<file path="config.mk">
export PLATFORM = sky130hd
export DESIGN_NAME = adc_scan_seq
export DESIGN_NICKNAME = d
export VERILOG_FILES = /design/src/rtl/adc_scan_pkg.sv /design/src/rtl/adc_scan_cfg.sv /design/src/rtl/adc_scan_fsm.sv /design/src/rtl/adc_scan_bank.sv /design/src/rtl/adc_scan_seq.sv
export SDC_FILE = /design/constraint.sdc
export NUM_CORES = 1
export LEC_CHECK = 0
export BUFFER_PORTS_ARGS = -buffer_cell sky130_fd_sc_hd__buf_2
export CORE_ASPECT_RATIO = 0.8
export CORE_MARGIN = 3
export CORE_UTILIZATION = 55
export CTS_BUF_LIST = sky130_fd_sc_hd__clkbuf_8
export CTS_CLUSTER_DIAMETER = 30
export DETAILED_ROUTE_END_ITERATION = 16
export PLACE_DENSITY = 0.78
export SLEW_MARGIN = 10
export SYNTH_ARGS = -nofsm -noshare
export SYNTH_HDL_FRONTEND = slang
export SYNTH_SLANG_ARGS = --single-unit
</file>
<file path="constraint.sdc">
create_clock -name clk -period 1.9 [get_ports clk]
set_input_delay 0.095 -clock clk [delete_from_list [all_inputs] [get_ports clk]]
set_output_delay 0.095 -clock clk [all_outputs]
set_load 0.005 [all_outputs]
</file>
<file path="src/rtl/adc_scan_pkg.sv">
// Package: shared widths, channel constants and the sequencer state type.
// Assumes at most 8 channel numbers, so channel ids fit in 3 bits.
package adc_scan_pkg;
    parameter int CH_W    = 3;
    parameter int RES_W   = 10;
    parameter int NUM_CH  = 1 << CH_W;
    parameter logic [CH_W-1:0] GRP0_FIRST = 3'd2;
    parameter logic [CH_W-1:0] GRP1_FIRST = 3'd4;

    typedef enum logic {ST_IDLE, ST_BUSY} seq_state_t;

    // Number of channels per pass minus one; code 11 behaves like 10.
    function automatic logic [CH_W-1:0] span_minus1(input logic [1:0] code);
        return (code == 2'b11) ? 3'd2 : {1'b0, code};
    endfunction
endpackage

</file>
<file path="src/rtl/adc_scan_cfg.sv">
// Module: configuration and status registers of the sequencer.
// Holds run bit, group, count, interrupt enable and end-of-scan flag.
// Assumes pass_done is a single-cycle pulse from the stepping logic.
module adc_scan_cfg (
    input  logic       clk,
    input  logic       rst_n,
    input  logic       cfg_we,
    input  logic       cfg_run,
    input  logic       cfg_group,
    input  logic [1:0] cfg_count,
    input  logic       cfg_irq_en,
    input  logic       flag_clr,
    input  logic       ext_trig,
    input  logic       pass_done,
    output logic       run_q,
    output logic       group_q,
    output logic [1:0] count_q,
    output logic       irq_en_q,
    output logic       flag_q
);
    // Load software fields; a trigger pulse only sets the run bit.
    always_ff @(posedge clk) begin
        if (!rst_n) begin
            run_q    <= 1'b0;
            group_q  <= 1'b0;
            count_q  <= 2'b00;
            irq_en_q <= 1'b0;
        end else if (cfg_we) begin
            run_q    <= cfg_run;
            group_q  <= cfg_group;
            count_q  <= cfg_count;
            irq_en_q <= cfg_irq_en;
        end else if (ext_trig) begin
            run_q    <= 1'b1;
        end
    end

    // End-of-scan flag: a completed pass wins over a clear request.
    always_ff @(posedge clk) begin
        if (!rst_n)         flag_q <= 1'b0;
        else if (pass_done) flag_q <= 1'b1;
        else if (flag_clr)  flag_q <= 1'b0;
    end
endmodule

</file>
<file path="src/rtl/adc_scan_fsm.sv">
// Module: channel stepping logic driving the converter handshake.
// Latches first and last channel when a scan starts, issues a registered
// start pulse, and steps (wrapping) on each done seen while running.
// Assumes the converter answers each start with exactly one done pulse.
module adc_scan_fsm
    import adc_scan_pkg::*;
(
    input  logic            clk,
    input  logic            rst_n,
    input  logic            run_q,
    input  logic            group_q,
    input  logic [1:0]      count_q,
    input  logic            conv_done,
    output logic            conv_start,
    output logic [CH_W-1:0] conv_chan,
    output logic            wr_en,
    output logic [CH_W-1:0] wr_chan,
    output logic            pass_done,
    output logic            busy
);
    seq_state_t      state;
    logic [CH_W-1:0] cur_chan;
    logic [CH_W-1:0] first_chan;
    logic [CH_W-1:0] last_chan;
    logic            start_q;
    logic [CH_W-1:0] sel_first;

    // Starting channel chosen by the group bit.
    always_comb sel_first = group_q ? GRP1_FIRST : GRP0_FIRST;

    // Step through the group while the run bit stays set.
    always_ff @(posedge clk) begin
        if (!rst_n) begin
            state      <= ST_IDLE;
            cur_chan   <= '0;
            first_chan <= '0;
            last_chan  <= '0;
            start_q    <= 1'b0;
        end else begin
            start_q <= 1'b0;
            case (state)
                ST_IDLE: begin
                    if (run_q) begin
                        first_chan <= sel_first;
                        last_chan  <= sel_first + span_minus1(count_q);
                        cur_chan   <= sel_first;
                        start_q    <= 1'b1;
                        state      <= ST_BUSY;
                    end
                end
                default: begin
                    if (!run_q) begin
                        state <= ST_IDLE;
                    end else if (conv_done) begin
                        start_q  <= 1'b1;
                        cur_chan <= (cur_chan == last_chan) ? first_chan
                                                            : cur_chan + 1'b1;
                    end
                end
            endcase
        end
    end

    // Accept a result only while busy and still running.
    always_comb begin
        busy       = (state == ST_BUSY);
        wr_en      = busy && run_q && conv_done;
        wr_chan    = cur_chan;
        pass_done  = wr_en && (cur_chan == last_chan);
        conv_start = start_q;
        conv_chan  = cur_chan;
    end
endmodule

</file>
<file path="src/rtl/adc_scan_bank.sv">
// Module: per-channel result registers with a combinational read port.
// One register per channel number; unused numbers simply stay at zero.
module adc_scan_bank #(
    parameter int CH_W  = 3,
    parameter int RES_W = 10
) (
    input  logic             clk,
    input  logic             rst_n,
    input  logic             wr_en,
    input  logic [CH_W-1:0]  wr_chan,
    input  logic [RES_W-1:0] wr_data,
    input  logic [CH_W-1:0]  rd_chan,
    output logic [RES_W-1:0] rd_data
);
    localparam int NREG = 1 << CH_W;
    logic [RES_W-1:0] regs [NREG];

    for (genvar g = 0; g < NREG; g++) begin : g_reg
        // Capture the result addressed to this channel.
        always_ff @(posedge clk) begin
            if (!rst_n)                         regs[g] <= '0;
            else if (wr_en && wr_chan == CH_W'(g)) regs[g] <= wr_data;
        end
    end

    // Read port mux.
    always_comb rd_data = regs[rd_chan];
endmodule

</file>
<file path="src/rtl/adc_scan_seq.sv">
// Module: top of the scan sequencer; wires configuration, stepping logic
// and result bank. Assumes a single converter shared by all channels.
module adc_scan_seq
    import adc_scan_pkg::*;
(
    input  logic             clk,
    input  logic             rst_n,
    input  logic             cfg_we,
    input  logic             cfg_run,
    input  logic             cfg_group,
    input  logic [1:0]       cfg_count,
    input  logic             cfg_irq_en,
    input  logic             flag_clr,
    input  logic             ext_trig,
    output logic             conv_start,
    output logic [CH_W-1:0]  conv_chan,
    input  logic             conv_done,
    input  logic [RES_W-1:0] conv_result,
    input  logic [CH_W-1:0]  rd_chan,
    output logic [RES_W-1:0] rd_data,
    output logic             scan_run,
    output logic             eos_flag,
    output logic             irq
);
    logic            run_q, group_q, irq_en_q, flag_q;
    logic [1:0]      count_q;
    logic            wr_en, pass_done, busy;
    logic [CH_W-1:0] wr_chan;

    adc_scan_cfg u_cfg (
        .clk(clk), .rst_n(rst_n), .cfg_we(cfg_we), .cfg_run(cfg_run),
        .cfg_group(cfg_group), .cfg_count(cfg_count), .cfg_irq_en(cfg_irq_en),
        .flag_clr(flag_clr), .ext_trig(ext_trig), .pass_done(pass_done),
        .run_q(run_q), .group_q(group_q), .count_q(count_q),
        .irq_en_q(irq_en_q), .flag_q(flag_q)
    );

    adc_scan_fsm u_fsm (
        .clk(clk), .rst_n(rst_n), .run_q(run_q), .group_q(group_q),
        .count_q(count_q), .conv_done(conv_done), .conv_start(conv_start),
        .conv_chan(conv_chan), .wr_en(wr_en), .wr_chan(wr_chan),
        .pass_done(pass_done), .busy(busy)
    );

    adc_scan_bank #(.CH_W(CH_W), .RES_W(RES_W)) u_bank (
        .clk(clk), .rst_n(rst_n), .wr_en(wr_en), .wr_chan(wr_chan),
        .wr_data(conv_result), .rd_chan(rd_chan), .rd_data(rd_data)
    );

    // Status outputs.
    always_comb begin
        scan_run = run_q;
        eos_flag = flag_q;
        irq      = flag_q && irq_en_q;
    end
endmodule

</file>
==> flow_summary.yaml <==
outcome:
  status: "finished, final reports clean"
detailed_routing:
  vias: 2690
  first_pass_iters: 5
  wl_mm: 9.43
  drc: 0
  wl_per_cell_um: 19.7
  antenna_left: 0
  drt-initial-drc-count: 216
  via_per_inst: 5.63
final_layout:
  finalNonFillerCells: 478
  mostFrequentLayoutCells: "and2_1 (85), edfxtp_1 (80), buf_2 (40)"
  seqCellArea_um2: 2720
  final_core_util_pct: 66.6
  final_common_cell: "and2_1"
  synthToLayoutAreaGrowth_pct: 13.6
  multi_input_area_um2: 1680
  fin_nets: 399
  n_antenna_cell: 0
  fin_area_um2: 5090
  drive_gt1_share_pct: 21.2
  nFillCells: 571
synth:
  ys_ff_latch: 96
  ys_warn_count: 0
  synthCells: 314
  yosysUniqueCellTypes: 29
  syn_area_per_cell_um2: 14.3
  synth.area.top_cells: "edfxtp_1 (54%), and2_1 (12%), mux4_1 (12%), dfxtp_1 (7.2%), mux2_2 (2.5%)"
  synth_area_um2: 4480
  yosysSeqAreaShare_pct: 60.8
  yosys.area.top_type: "edfxtp_1"
  yosysTopAreaCellShare_pct: 53.7
  syn_nets: 345
die:
  io_pins: 41
  die_h_um: 86.7
  fp.dieW_um: 107
  die_area_um2: 9260
  rows: 28
  core-area_um2: 7640
  initial_core_util_pct: 58.6
sta:
  worst_slew_pin_slew_ns: 0.586
  finalCritPeriodShare_pct: 97.6
  fmax_ghz: 0.539
  hold_viol: 0
  rsz0062_at_grt: "yes"
  fin_skew_ns: 0.00984
  period_minus_slack_ns: 1.85
  slew_headroom_pct: 60.7
  finalMaxSlewViolations: 0
  finalSetupViolCount: 0
place:
  hpwl_mm: 6.51
  port_buffers: 40
  routabilityCongestion: 0.846
  place_inst: 457
  dpl_cell_area_um2: 4820
clock_network:
  postCtsSetupBuffers: 0
  cts.path.max_buffers: 2
  cts_sinks: 96
  clk_pin_slew_ns: 0.10
  h-tree-depth: 3
  cts-root-buf: "clkbuf_8"
  cts-buffers-inserted: 9
  clk_latency_ns: 0.37
  cts_tree: "done"
pwr:
  irDropWorstVdd_uv: 546
  power_mw: 4.13
  leakage_nw: 2.04
  p_per_area_nw_per_um2: 812
global_routing:
  grt_max_degree: 21
  antenna_found_initial: 0
  grt_use_total_pct: 21.9
  grt-ovfl-total: 0
  grt_pass1_wl_mm: 14.9
  grt_pass1_vias: 2687
worst_setup_path:
  crit_type: "reg -> out"
  setup.worst_path.start_class: "flop"
  crit_path_end_kind: "primary output"
  crit_arrival_ns: 1.76
  worst_r2r_startpoint: "u_fsm.busy$_SDFF_PN0_"
  crit_required_ns: 1.80
  crit_path_max_fanout: 1
  startpoint: "u_bank.regs[5][2]$_SDFFCE_PN0P_"
job:
  max-cap-violations: 0
min_path:
  min_from: "flag_clr"
  hp-class: "in -> reg"
## synth_stat cells, drive strengths merged
library cell	instances
nand3	4
a21oi	4
buf	4
inv	8
edfxtp	80
mux2	10
nor2	20
nor3b	1
and3	1
dfxtp	16
o21a	1
a31oi	2
nand2	23
o22ai	1
o211ai	1
mux4	20
nor3	1
a211oi	2
mux2i	6
xnor2	3
o221ai	1
and2	85
nand2b	3
clkbuf	5
ha	7
nor2b	2
o21ai	3
## power breakdown
group,switching [mW],internal [mW]
Clock,0.760,0.634
Sequential,0.0405,2.35
Combinational,0.187,0.162
## through the flow
stage          setup slack, ns  setup TNS (ns)  hold WS (ns)
2_1_floorplan            0.179               0         0.233
3_3_place_gp             0.209               0         0.329
3_5_place_dp             0.176               0         0.334
4_1_cts                 0.0192               0        0.0405
5_1_grt               -0.00753        -0.00753        0.0583
6_report                0.0463               0        0.0562
## state kept, by name, summed over array words and instances, names as in the netlist
signal / cells
u_bank.regs: 80
u_cfg.count_q: 2
u_cfg.flag_q: 1
u_cfg.group_q: 1
u_cfg.irq_en_q: 1
u_cfg.run_q: 1
u_fsm.busy: 1
u_fsm.conv_chan: 3
u_fsm.conv_start: 1
u_fsm.first_chan: 2
u_fsm.last_chan: 3
## path summary, 6_finish.rpt
check | to | slack [ns] | cells past startpoint
min | u_cfg.flag_q$_SDFFE_PN0P_ | 0.06 | 3
max | rd_data[2] | 0.05 | 3
min reg2reg | u_fsm.first_chan[2]$_SDFFE_PN0P_ | 0.47 | 2
max reg2reg | u_bank.regs[4][9]$_SDFFCE_PN0P_ | 0.16 | 4
## layout make-up
cell class / count / share of cell area, %
Tap cell: 105 / 2.58
Clock buffer: 9 / 2.44
Inverter: 8 / 0.590
Timing Repair Buffer: 52 / 6.20
Clock inverter: 7 / 1.65
Multi-Input combinational cell: 201 / 33.0
Sequential cell: 96 / 53.5
## logic make-up after synthesis
family | count (synthesis) | synth area share, %
multiplexers | 36 | 15.6
buffers and inverters | 17 | 1.79
flip-flops | 96 | 60.8
AND/OR/NAND/NOR | 140 | 17.2
AO/OA/AOI/OAI | 15 | 2.07
XOR/XNOR | 3 | 0.587
adder cells (fa/ha/maj) | 7 | 1.96
## metal layers
metal | track usage (%) | share of wire (%) | vias to the layer above
met5 | 0 | 0 | -
met4 | 4.88 | 0.97 | 0
met3 | 5.14 | 7.7 | 12
met2 | 34.1 | 47 | 109
met1 | 31.9 | 45 | 1317
li1 | - | - | 1252
## repair_timing
item / in CTS / in global routing
gates resized for setup: 0 / 5
hold endpoints to repair: 5 / 0
hold buffers: 5 / 0
endpoints found under the setup margin: 0 / 36
## critical path: stages (launching register included)
cell and delay, ns:
edfxtp_1 0.44, mux4_1 0.55, mux2_2 0.28, buf_2 0.12
Power figures use the tool's default switching activity.
